`config.mk`:
```
export PLATFORM = sky130hd
export DESIGN_NAME = mmu_ctrl_regs
export DESIGN_NICKNAME = d
export VERILOG_FILES = /design/src/rtl/mmu_ctrl_regs.sv
export SDC_FILE = /design/constraint.sdc
export NUM_CORES = 1
export LEC_CHECK = 0
export BUFFER_PORTS_ARGS = -buffer_cell sky130_fd_sc_hd__buf_2
export CORE_MARGIN = 3
export CORE_UTILIZATION = 51
export DETAILED_ROUTE_END_ITERATION = 12
export PLACE_DENSITY = 0.85
export SLEW_MARGIN = 30
export SYNTH_ARGS = -nofsm -noshare
export SYNTH_HDL_FRONTEND = slang
export SYNTH_SLANG_ARGS = --single-unit
export TNS_END_PERCENT = 50
```
`constraint.sdc`:
```
create_clock -name clk -period 2.5 [get_ports clk]
set_input_delay 0.25 -clock clk [delete_from_list [all_inputs] [get_ports clk]]
set_output_delay 0.25 -clock clk [all_outputs]
set_load 0.005 [all_outputs]
```
`src/rtl/mmu_ctrl_regs.sv`:
```
module mmu_ctrl_regs #(
  parameter int PFN_W = 20
) (
  input  logic             clk,
  input  logic             rst_n,
  input  logic             bus_sel,
  input  logic             bus_wr,
  input  logic             bus_half,
  input  logic [3:0]       bus_addr,
  input  logic [31:0]      bus_wdata,
  output logic [31:0]      bus_rdata,
  input  logic [3:0]       flt_in,
  output logic [PFN_W-1:0] root_sup,
  output logic [PFN_W-1:0] root_usr,
  output logic             en_fpu,
  output logic             en_icache,
  output logic             en_xcache,
  output logic             en_map_sup,
  output logic             en_map_usr,
  output logic             tlb_flush_usr,
  output logic             tlb_flush_sup,
  output logic             xc_flush_usr,
  output logic             xc_flush_sup,
  output logic             xc_flush_all
);
  localparam int PAD_W = 32 - PFN_W;

  logic [4:0]  ctl;
  logic [3:0]  stk;
  logic [31:0] wmask, wval, cur, mrg, v_stat;
  logic [1:0]  rsel;
  logic        wr, rd, wr_stat;

  assign rsel  = bus_addr[3:2];
  assign wr    = bus_sel & bus_wr;
  assign rd    = bus_sel & ~bus_wr;
  assign wmask = !bus_half ? 32'hFFFF_FFFF : (bus_addr[1] ? 32'h0000_FFFF : 32'hFFFF_0000);
  assign wval  = bus_half ? {2{bus_wdata[15:0]}} : bus_wdata;

  assign v_stat = {16'h0, stk[3], stk[2], stk[1], 6'h0, ctl[4], ctl[3], 1'b0,
                   stk[0], ctl[2], ctl[1], ctl[0]};

  always_comb begin
    case (rsel)
      2'd0:    cur = {{PAD_W{1'b0}}, root_sup};
      2'd1:    cur = {{PAD_W{1'b0}}, root_usr};
      2'd2:    cur = 32'h0;
      default: cur = v_stat;
    endcase
  end

  assign mrg = (cur & ~wmask) | (wval & wmask);
  assign bus_rdata = !rd ? 32'h0 :
                     !bus_half ? cur :
                     bus_addr[1] ? {16'h0, cur[15:0]} : {16'h0, cur[31:16]};

  assign wr_stat = wr && rsel == 2'd3;

  assign en_fpu     = ctl[4];
  assign en_icache  = ctl[3];
  assign en_xcache  = ctl[2];
  assign en_map_sup = ctl[1];
  assign en_map_usr = ctl[0];

  logic tlb_wr;
  assign tlb_wr = wr && rsel == 2'd2 && wmask[15];

  always_ff @(posedge clk) begin
    if (!rst_n) begin
      root_sup      <= '0;
      root_usr      <= '0;
      ctl           <= '0;
      stk           <= '0;
      tlb_flush_usr <= 1'b0;
      tlb_flush_sup <= 1'b0;
      xc_flush_usr  <= 1'b0;
      xc_flush_sup  <= 1'b0;
      xc_flush_all  <= 1'b0;
    end else begin
      if (wr && rsel == 2'd0) root_sup <= mrg[PFN_W-1:0];
      if (wr && rsel == 2'd1) root_usr <= mrg[PFN_W-1:0];
      if (wr_stat) ctl <= {mrg[6], mrg[5], mrg[2], mrg[1], mrg[0]};
      stk <= (wr_stat ? (stk & {mrg[15], mrg[14], mrg[13], mrg[3]}) : stk) | flt_in;
      xc_flush_sup  <= wr && rsel == 2'd0;
      xc_flush_usr  <= wr && rsel == 2'd1;
      tlb_flush_sup <= (wr && rsel == 2'd0) || (tlb_wr && wval[15]) || (rd && rsel == 2'd2);
      tlb_flush_usr <= (wr && rsel == 2'd1) || (tlb_wr && !wval[15]) || (rd && rsel == 2'd2);
      xc_flush_all  <= wr_stat && (mrg[2] != ctl[2]);
    end
  end

  p_usr_flush_cause_r4: assert property (@(posedge clk) disable iff (!rst_n)
    xc_flush_usr |-> $past(bus_sel) && $past(bus_wr));
  p_tlb_flush_cause_r5: assert property (@(posedge clk) disable iff (!rst_n)
    (tlb_flush_usr || tlb_flush_sup) |-> $past(bus_sel));
  p_xc_all_toggle_r8: assert property (@(posedge clk) disable iff (!rst_n)
    xc_flush_all |-> en_xcache != $past(en_xcache));
  p_root_hold_r2: assert property (@(posedge clk) disable iff (!rst_n)
    !($past(bus_sel) && $past(bus_wr)) |-> $stable(root_usr) && $stable(root_sup));
  p_sticky_hold_r9: assert property (@(posedge clk) disable iff (!rst_n)
    !$past(wr_stat) |-> (($past(stk) & ~stk) == 4'h0));
  p_set_wins_r10: assert property (@(posedge clk) disable iff (!rst_n)
    ($past(flt_in) & ~stk) == 4'h0);
endmodule

```
# Yosys cells after proc, flatten, opt, wreduce, memory -nomap -nowiden
# Cells that the tools add are included.
[word_totals]
in_bits = 45
word_cells = 45
output_inout_bits = 82
reg_bits = 54
[classes]
n_reduce_logical = 15
n_bitwise = 9
mux = 8
eq_ne = 4
[op_table]
columns = ["cell", "count"]
rows = [
  ["32-bit 2-to-1 mux", 2],
  ["20-bit 2-to-1 mux", 3],
  ["20-bit case mux with 3 select lines", 1],
  ["20-bit AND", 2],
  ["20-bit inverter", 1],
  ["20-bit OR", 1],
  ["16-bit 2-to-1 mux", 1],
  ["1-bit logical AND", 9],
  ["4-bit AND", 1],
  ["2-bit equality test (second input constant)", 2],
  ["1-bit logical OR", 4],
  ["4-bit 2-to-1 mux", 1],
  ["4-bit OR", 1],
  ["1-bit AND", 2],
  ["2-bit by 1-bit equality test with 1-bit output (second input constant)", 1],
  ["2-bit zero test", 1],
  ["1-bit zero test", 1],
  ["1-bit != test", 1],
  ["1-bit inverter", 1],
]

# Depth between registers and ports, before layout
# Gate-level depths: netlist (run 1).
[logic_depth]
word_depth = 8
depth_mapped = 6
mapped_depth_nobuf = 4

# Least setup slack after synthesis (run 1)
# Ideal clock, no wire load.
[synth_timing]
kind = "input -> output"
startpoint = "input bus_wr"
endpoint = "output bus_rdata[10]"
required_time_ns = 2.250
arrival_ns = 1.184
path_buffers = 2
path_slack_ns = 1.066
stages = 5
path_cell_list = "buf_2 -> nand2b_1 -> nand2b_1 -> clkbuf_1 -> nor3_1"
[synth_between]
elab_chain_cells = 3
[synth_rtl]
columns = ["item", "line_no", "rtl"]
rows = [
  ["start: declaration", "7", "input logic bus_wr,"],
  ["1-bit inverter", "36", "assign rd = bus_sel & ~bus_wr;"],
  ["1-bit AND", "36", ""],
  ["32-bit 2-to-1 mux", "53", "assign bus_rdata = !rd ? 32'h0 :"],
  ["end: declaration", "11", "output logic [31:0] bus_rdata,"],
]
# No other way between the ends.

# Worst setup path after layout (run 1)
[layout_timing]
startpoint = "input bus_addr[1]"
endpoint = "output bus_rdata[12]"
[layout_between]
elab_chain_cells = 3
[layout_rtl]
columns = ["item", "line_no", "rtl"]
rows = [
  ["start: declaration", "9", "input logic [3:0] bus_addr,"],
  ["16-bit 2-to-1 mux", "55", "bus_addr[1] ? {16'h0, cur[15:0]} : {16'h0, cur[31:16]};"],
  ["32-bit 2-to-1 mux", "54", "!bus_half ? cur :"],
  ["32-bit 2-to-1 mux", "53", ""],
]
# No other way between the ends.

==> results of run 1 <==
-- final timing paths --
path,startpoint,slack (ns),cells past startpoint,endpoint
worst max register to register,root_usr[6],1.23,4,root_usr[6]
worst min-delay path,flt_in[3],0.17,3,stk[3]
worst min register to register,root_sup[6],0.49,2,root_sup[6]
worst max-delay path,bus_addr[1],0.58,5,bus_rdata[12]
-- through the flow --
stage | setup slack, ns | hold WS (ns) | cells | instance area, um^2 | utilization (%)
finish | 0.579 | 0.172 | 508 | 3480 | 66.1
floorplan | 1.07 | 0.390 | 362 | 2900 | -
global route | 0.424 | 0.186 | 508 | 3480 | 66.1
global placement | 0.634 | 0.464 | 500 | 3350 | 63.5
CTS | 0.592 | 0.165 | 508 | 3480 | 66.1
detailed placement | 0.576 | 0.470 | 500 | 3350 | 63.5
-- logic make-up after synthesis --
group / synth area share, %
AND/OR/NAND/NOR: 15.0
other: 0.131
XOR/XNOR: 0.306
buffers and inverters: 9.93
multiplexers: 7.00
AO/OA/AOI/OAI: 29.9
flip-flops: 37.8
-- sequential cells by signal, indices dropped and copies added, names as in the netlist --
name and count:
ctl 5, root_usr 20, stk 4, xc_flush_sup 1, tlb_flush_sup 1, xc_flush_usr 1, tlb_flush_usr 1, root_sup 20
xc_flush_all 1
-- critical path: stages --
cell and delay (ns):
buf_2 0.11, nand2b_1 0.40, nand2b_1 0.45, nor3_1 0.31
buf_2 0.15
-- routing by layer --
metal / track usage [%] / vias to the layer above / share of wire [%]
li1: - / 1434 / -
met5: 0 / - / 0
met1: 32.1 / 1432 / 41
met3: 4.32 / 15 / 7.7
met2: 42.4 / 150 / 50
met4: 8.45 / 0 / 1.5
-- synthesized netlist by cell type --
library cell,count,area share (%)
dfxtp_1,54,38
a21oi_1,40,7.0
o21ai_0,40,7.0
nor2_1,29,3.8
nand2_1,27,3.5
mux2i_1,20,7.0
nor3_1,18,3.1
o32ai_1,15,4.6
buf_2,13,2.3
buf_4,13,3.4
clkbuf_1,13,1.7
inv_1,6,0.79
o21ai_1,6,1.0
o31ai_1,5,1.3
a222oi_1,4,1.4
a22oi_1,4,1.0
o211ai_1,4,1.0
o2bb2ai_1,4,1.2
a211oi_2,3,1.3
buf_1,3,0.39
buf_6,3,1.2
nand2b_1,3,0.66
nand3b_1,3,0.79
o32ai_2,3,1.7
a211oi_1,2,0.52
and2_1,2,0.44
nor4_1,2,0.44
or3_1,2,0.44
a31oi_1,1,0.22
a31oi_2,1,0.44
clkbuf_2,1,0.17
conb_1,1,0.13
nand4_2,1,0.44
nor2b_1,1,0.22
nor3_2,1,0.35
nor3b_1,1,0.26
nor3b_2,1,0.44
xor2_1,1,0.31
-- where the power goes --
group	leakage [uW]	switching (uW)	internal [uW]
Combinational	0.00107	164	98.8
Clock	0.0000683	298	401
Sequential	0.000439	26.0	891
-- final cells by class --
| cell class | instances | share of cell area [%] |
|---|---|---|
| Clock inverter | 3 | 1.98 |
| Sequential cell | 54 | 31.0 |
| Clock buffer | 5 | 1.98 |
| Multi-Input combinational cell | 256 | 44.5 |
| Tap cell | 70 | 2.51 |
| Timing Repair Buffer | 114 | 17.3 |
| Inverter | 6 | 0.647 |
-- placed cells by master, fill, tap and decap left out, drive strengths merged, types with 5 or more instances in the layout --
cell	n
o31ai	5
mux2i	20
dfxtp	54
o32ai	18
clkbuf	5
nor3	19
buf	114
conb	12
a21oi	40
nor2	29
inv	6
nand2	27
o21ai	46
a211oi	5
==> impl_metrics.csv, run 1 <==
group,metric,value,unit
place,portBuffers,101,
logic_synthesis,ys_ff_latch,54,
global_routing,grt_pass1_vias,2790,
route,drc_errors,0,
clock_network,numCtsBuffers,5,
cells_and_area,drive_above_1_share,30.4,%
timing,final-hold-violation-count,0,
route,wl,8.25,mm
clock_network,clock_sinks,54,
critical_path,cp.required,2.25,ns
timing,worst_pin_slew,0.593,ns
pwr,ir_drop,0.270,mV
timing,fin_worst_skew,0.00815,ns
route,viasPerCell,5.97,
floorplanning,initial_core_util,54.3,%
cells_and_area,nets,482,
clock_network,root_buffer,"clkbuf_8",
clock_network,postCtsSetupBuffers,0,
logic_synthesis,netlist_area,2860,um^2
clock_network,cts_hold_buf,0,
timing,final.min_clock_period,1.92,ns
route,vias,3031,
timing,setup_viol,0,
timing,clock.fmax,521,MHz
floorplanning,design.die.area,6540,um^2
clock_network,insertion_delay,0.31,ns
hold_path,hp-class,"input pin to flip-flop",
floorplanning,die_w,80.9,um
pwr,leakage,0.00157,uW
critical_path,crit_path_end_kind,"output port",
global_routing,antenna_found_initial,0,
cells_and_area,multi_input_area,1550,um^2
route,wl_per_cell,16.2,um
route,antenna_left,0,
global_routing,grt_pass1_wl,13.1,mm
logic_synthesis,yosys_warnings,0,
critical_path,path_class,"input pin to output port",
pwr,power.total,1880,uW
global_routing,grt_usage,25.0,%
place,globalplace.congestion,0.842,
cells_and_area,seqCellArea,1080,um^2
cells_and_area,areaGrowthSynthToFinish,21.8,%
global_routing,globalRoute.totalOverflow,0,
logic_synthesis,netlist_instances,351,
route,firstDrtPassIters,6,
timing,setup_tns,0,ns
logic_synthesis,synth_cell_types,38,
clock_network,cts.repair.resized,0,
logic_synthesis,synth_area_per_cell,8.15,um^2
outcome,status,"finished clean",
cells_and_area,num-fill-cells,464,
clock_network,cts.htree.levels,2,
global_routing,grt_max_degree,52,
pwr,power.density,539,nW/um^2
clock_network,max-clock-path-buffers,2,
cells_and_area,diodes,0,
timing,finalCritPeriodShare,76.8,%
floorplanning,fp-row-count,26,
logic_synthesis,yosysSeqAreaShare,37.8,%
place,dp.final_hpwl,5.77,mm
timing,slew_headroom,60.5,%
floorplanning,die_h,80.9,um
critical_path,critPathMaxFanout,13,
critical_path,crit_path_start_kind,"input pin",
timing,maxSlewViolCount,0,
critical_path,worstPathArrival,1.67,ns
clock_network,cts_tree,"yes",
timing,rsz0062_at_grt,"false",
flow_run,maxCapViolations,0,
floorplanning,ioPinCount,127,
clock_network,path_clk_slew,0.10,ns
floorplanning,fp.coreArea,5270,um^2
route,drtIter0Drc,267,
Power figures use the tool's default switching activity.
==> run 2: changes to the inputs <==
Settings changed: CORE_UTILIZATION 51 to 47, PLACE_DENSITY 0.85 to 0.8.
Clock period 2.5 ns to 1.8 ns, I/O delays scaled along.
==> run 2 against run 1 <==
Net effect:
- final area is 1.3% higher
- sequential share of layout area is 0.40 points lower
- flip-flop and latch count stayed put
- clock-buffer cell count is 3 higher
- register-to-register slack worse by 0.68 ns
- critical endpoint is now bus_rdata[6]
- cell count is 2.2% higher
- via count is 0.63% lower
- die area is 7.9% higher
- sequential power is 38% higher
- non-clock buffer count is 9 higher
- worst setup slack worse by 0.38 ns
- hold slack worse by 0.059 ns
==> impl_metrics.csv, run 2 (synthesis results as in run 1) <==
group,metric,value,unit
critical_path,worstPathArrival,1.42,ns
cells_and_area,nets,491,
timing,setup_ws,0.204,ns
critical_path,cp.required,1.62,ns
floorplanning,fp.coreArea,5710,um^2
cells_and_area,drive_above_1_share,32.0,%
place,dpl-instance-area,3420,um^2
route,drtIter0Drc,207,
floorplanning,die_h,84.0,um
timing,maxSlewViolCount,0,
global_routing,globalRoute.totalOverflow,0,
hold_path,holdCritStartpoint,"flt_in[3]",
critical_path,crit_path_start_kind,"input pin",
critical_path,crit_path_end,"bus_rdata[6]",
cells_and_area,largestRegisters,"root_sup (20), root_usr (20), ctl (5)",
place,place_ws,0.149,ns
floorplanning,ioPinCount,127,
global_routing,antenna_found_initial,0,
clock_network,path_clk_slew,0.09,ns
critical_path,reg2reg_depth,4,
clock_network,cts.htree.levels,2,
cells_and_area,num-fill-cells,524,
flow_run,maxCapViolations,0,
floorplanning,design.die.area,7060,um^2
cells_and_area,diodes,0,
critical_path,timing.rr.start,"root_usr[19]",
critical_path,path_class,"input pin to output port",
timing,setup_tns,0,ns
critical_path,critical_path.max_stage_delay,0.37,ns
clock_network,postCtsSetupBuffers,0,
cells_and_area,postLayoutCellArea,3530,um^2
critical_path,crit_path_end_kind,"output port",
clock_network,cts.repair.resized,0,
global_routing,grt_max_degree,29,
timing,fin_worst_skew,0.00507,ns
clock_network,clock_sinks,54,
clock_network,insertion_delay,0.30,ns
cells_and_area,areaGrowthSynthToFinish,23.4,%
route,vias,3012,
timing,final.min_clock_period,1.60,ns
place,globalplace.congestion,0.940,
clock_network,numCtsBuffers,5,
floorplanning,fp-row-count,27,
route,wl_per_cell,16.1,um
global_routing,grt_usage,23.7,%
timing,setup_viol,0,
critical_path,critPathTopFamily,"buffers and inverters",
global_routing,grt_pass1_vias,2844,
cells_and_area,final_cell_mix,"buf_2, dfxtp_1, a21oi_1, o21ai_0, nor2_1",
timing,finalCritPeriodShare,88.7,%
cells_and_area,layout_commonest_cell,"buf_2",
clock_network,cts_hold_buf,0,
pwr,power.total,2420,uW
pwr,leakage,0.00161,uW
route,antenna_left,0,
pwr,ir_drop,0.397,mV
outcome,status,"finished clean",
floorplanning,initial_core_util,50.1,%
timing,final-hold-violation-count,0,
critical_path,crit_start,"bus_addr[2]",
clock_network,max-clock-path-buffers,2,
critical_path,cpMostUsedCell,"buf_2",
floorplanning,die_w,84.0,um
critical_path,cp.depth,6,
critical_path,crit_path_top_delay_cell,"and2_1",
place,dp.final_hpwl,6.21,mm
route,firstDrtPassIters,5,
clock_network,root_buffer,"clkbuf_8",
clock_network,cts_tree,"yes",
hold_path,hp-class,"input pin to flip-flop",
route,drc_errors,0,
critical_path,critPathMaxFanout,11,
critical_path,crit_chain,"buf_2 -> and2_1 -> buf_4 -> a21oi_1 -> nor2_1 -> buf_2",
timing,clock.fmax,626,MHz
timing,rsz0062_at_grt,"false",
place,portBuffers,101,
route,wl,8.34,mm
global_routing,grt_pass1_wl,13.9,mm
pwr,power.density,686,nW/um^2
critical_path,rr_endpoint,"root_sup[19]",
critical_path,rrSetupSlack,0.55,ns
route,viasPerCell,5.80,
critical_path,crit_buf_inv,3,
-- run 2: changes by cell type in the layout (fill, tap and decap cells not counted) --
| cell | previous run | this run |
|---|---|---|
| nand2b_2 | 0 | 1 |
| clkbuf_8 | 5 | 8 |
| clkinv_4 | 1 | 0 |
| bufinv_16 | 2 | 0 |
| nand2b_1 | 3 | 2 |
| buf_4 | 13 | 22 |
-- run 2: layout make-up --
cell class	instances	area (um^2)	share of cell area [%]
Multi-Input combinational cell	256	1550	44.0
Sequential cell	54	1080	30.6
Clock buffer	8	110	3.12
Timing Repair Buffer	123	671	19.0
Inverter	6	22.5	0.638
Tap cell	72	90.1	2.55
-- run 2: worst reg2reg max path: stages (launching register included) --
cell	delay, ns
dfxtp_1	0.33
mux2i_1	0.24
inv_1	0.07
a222oi_1	0.36
a21oi_1	0.12
-- run 2: metal layers --
metal  vias up  wire, um  global-route usage [%]
li1       1458         -                       -
met4         0        81                    5.12
met3        15       666                    4.54
met5         -         0                       0
met1      1387      3380                    30.4
met2       152      4210                    41.1
-- run 2: report_power, final --
part	switching [uW]	internal, uW	total (uW)
sequential	35.6	1240	1270
combinational	230	150	380
clock	378	389	767
-- run 2: worst min path at each step --
stage | end | slack (ns) | depth (start not counted)
finish | stk[3] | 0.11 | 3
floorplan | tlb_flush_usr | 0.32 | 2
global route | stk[3] | 0.12 | 3
detailed placement | stk[3] | 0.43 | 3
CTS | stk[0] | 0.11 | 3
global placement | stk[1] | 0.42 | 3
-- run 2: through the flow --
| step | hold slack [ns] | utilization [%] | instances |
|---|---|---|---|
| floorplan | 0.320 | - | 362 |
| global placement | 0.420 | 59.8 | 511 |
| detailed placement | 0.428 | 59.8 | 511 |
| CTS | 0.107 | 61.8 | 519 |
| global route | 0.123 | 61.8 | 519 |
| finish | 0.113 | 61.8 | 519 |
==> run 3: changes to the inputs <==
Settings changed: ABC_AREA set to 1, CORE_UTILIZATION 47 to 48.
==> run 3 against run 2 <==
Net effect:
- power is 3.9% lower
- first-iteration DRC count is 14% lower
- largest power group unchanged
- die area is 2.6% higher
- core utilization is 1.6 points lower
- largest cell class unchanged
- clock skew is 0.0012 ns higher
- worst setup slack better by 0.060 ns
- non-clock buffer count is 9 lower
==> impl_metrics.csv, run 3 <==
group,metric,value,unit
timing,fin_worst_skew,0.00631,ns
hold_path,hold_path_depth,3,
floorplanning,ioPinCount,127,
logic_synthesis,synth_top_area_share,36.0,%
route,antenna_left,0,
floorplanning,die_w,85.1,um
cells_and_area,largestRegisters,"root_sup (20), root_usr (20), ctl (5)",
logic_synthesis,synth_cell_types,24,
logic_synthesis,netlist_area,3000,um^2
pwr,leakage,0.00196,uW
global_routing,grt_max_degree,30,
timing,setup_tns,0,ns
floorplanning,initial_core_util,50.1,%
logic_synthesis,netlist_instances,465,
route,drc_errors,0,
cells_and_area,areaGrowthSynthToFinish,20.0,%
logic_synthesis,yosysMostFrequentCell,"inv_1",
global_routing,grt_usage,23.1,%
timing,finalCritPeriodShare,85.3,%
critical_path,path_class,"input pin to output port",
clock_network,postCtsSetupBuffers,0,
pwr,power.density,645,nW/um^2
timing,maxSlewViolCount,0,
place,portBuffers,101,
cells_and_area,layout_commonest_cell,"buf_2",
pwr,ir_drop,0.381,mV
critical_path,worstPathArrival,1.36,ns
flow_run,maxCapViolations,0,
cells_and_area,final_cell_mix,"buf_2, inv_1, nand2_1, nor2_1, dfxtp_1",
route,wl_per_cell,13.3,um
logic_synthesis,synth_area_leaders,"dfxtp_1, inv_1, nand2_1",
cells_and_area,nets,609,
critical_path,reg2reg_depth,6,
logic_synthesis,async_reset_ff_share,0,%
place,dp.final_hpwl,6.27,mm
clock_network,root_buffer,"clkbuf_8",
logic_synthesis,synth_common_cells,"inv_1, nand2_1, nor2_1",
timing,rsz0062_at_grt,"false",
logic_synthesis,synth_area_per_cell,6.46,um^2
place,globalplace.congestion,0.896,
timing,setup_ws,0.264,ns
route,wl,8.51,mm
global_routing,globalRoute.totalOverflow,0,
logic_synthesis,ys.flop_type,"dfxtp_1",
cells_and_area,diodes,0,
logic_synthesis,yosysSeqAreaShare,36.0,%
clock_network,cts_tree,"yes",
place,place_ws,0.272,ns
clock_network,cts_hold_buf,0,
timing,final-hold-violation-count,0,
route,viasPerCell,5.17,
cells_and_area,utilization,60.2,%
hold_path,hp-class,"input pin to flip-flop",
clock_network,path_clk_slew,0.09,ns
floorplanning,fp.coreArea,5990,um^2
logic_synthesis,yosys_warnings,0,
timing,setup_viol,0,
cells_and_area,drive_above_1_share,24.3,%
critical_path,critPathMaxFanout,12,
timing,clock.fmax,651,MHz
floorplanning,die_h,85.1,um
clock_network,cts.htree.levels,2,
logic_synthesis,synth_edf_count,0,
floorplanning,fp-row-count,28,
timing,final.min_clock_period,1.54,ns
route,firstDrtPassIters,5,
global_routing,grt_pass1_wl,13.7,mm
logic_synthesis,yosys.area.top_type,"dfxtp_1",
critical_path,cp.required,1.62,ns
global_routing,grt_pass1_vias,3004,
logic_synthesis,ys_ff_latch,54,
outcome,status,"finished clean",
clock_network,insertion_delay,0.30,ns
clock_network,max-clock-path-buffers,2,
critical_path,crit_path_start_kind,"input pin",
clock_network,numCtsBuffers,5,
floorplanning,design.die.area,7240,um^2
route,vias,3298,
clock_network,cts.repair.resized,0,
global_routing,antenna_found_initial,0,
clock_network,clock_sinks,54,
route,drtIter0Drc,177,
critical_path,crit_path_end_kind,"output port",
[run 3: changes by cell type after synthesis, sizes merged, moves of 11 or more]
cell,change
nor2,+39
inv,+87
nand3,+32
o22ai,+11
o21ai,-12
o32ai,-18
nor3,-18
mux2i,-20
nand2,+54
clkbuf,-11
[run 3: path summary, 6_finish.rpt]
path	from	endpoint	slack, ns
setup / recovery	bus_addr[3]	bus_rdata[3]	0.26
setup reg to reg	root_sup[6]	ctl[4]	0.75
hold reg to reg	stk[0]	stk[0]	0.46
hold / removal	flt_in[2]	stk[2]	0.11
[run 3: cells by family after synthesis]
family                 after synthesis  synth area share (%)
DFF                                 54                  36.0
AOI/OAI and AO/OA                   92                  17.1
other                                1                 0.125
buffers and inverters              126                  19.0
and+or+nand+nor                    192                  27.8
[run 3: report_power, final]
part / switching, uW / internal [uW]
Sequential: 27.8 / 1240
Combinational: 247 / 146
Clock: 369 / 298
Total: 644 / 1680
[run 3: metrics by stage]
| stage | instances | total power, uW | instance area [um^2] | hold WS (ns) |
|---|---|---|---|---|
| final | 638 | 2330 | 3600 | 0.105 |
| after global routing | 638 | 2440 | 3600 | 0.117 |
| after CTS | 638 | 2330 | 3600 | 0.109 |
| after detailed placement | 632 | 1680 | 3520 | 0.426 |
| after global placement | 632 | 1670 | 3520 | 0.428 |
| after floorplan | 476 | 1550 | 3040 | 0.314 |
[run 3: worst max-delay path: stages]
cell	delay, ns
buf_2	0.11
buf_4	0.19
nor2_4	0.12
inv_2	0.14
o22ai_1	0.28
o21ai_0	0.12
nor2_1	0.10
buf_2	0.12
[run 3: cell type report]
class | instances | area, um^2
Multi-Input combinational cell | 296 | 1400
Sequential cell | 54 | 1080
Tap cell | 75 | 93.8
Fill cell | 590 | 2390
Inverter | 93 | 349
Clock buffer | 6 | 82.6
Timing Repair Buffer | 114 | 603
[run 3: per-layer routing]
layer	global-route usage, %	part of all wire [%]
met5	0	0
met4	7.19	1.8
met3	4.66	7.8
met2	39.2	49
met1	29.5	41
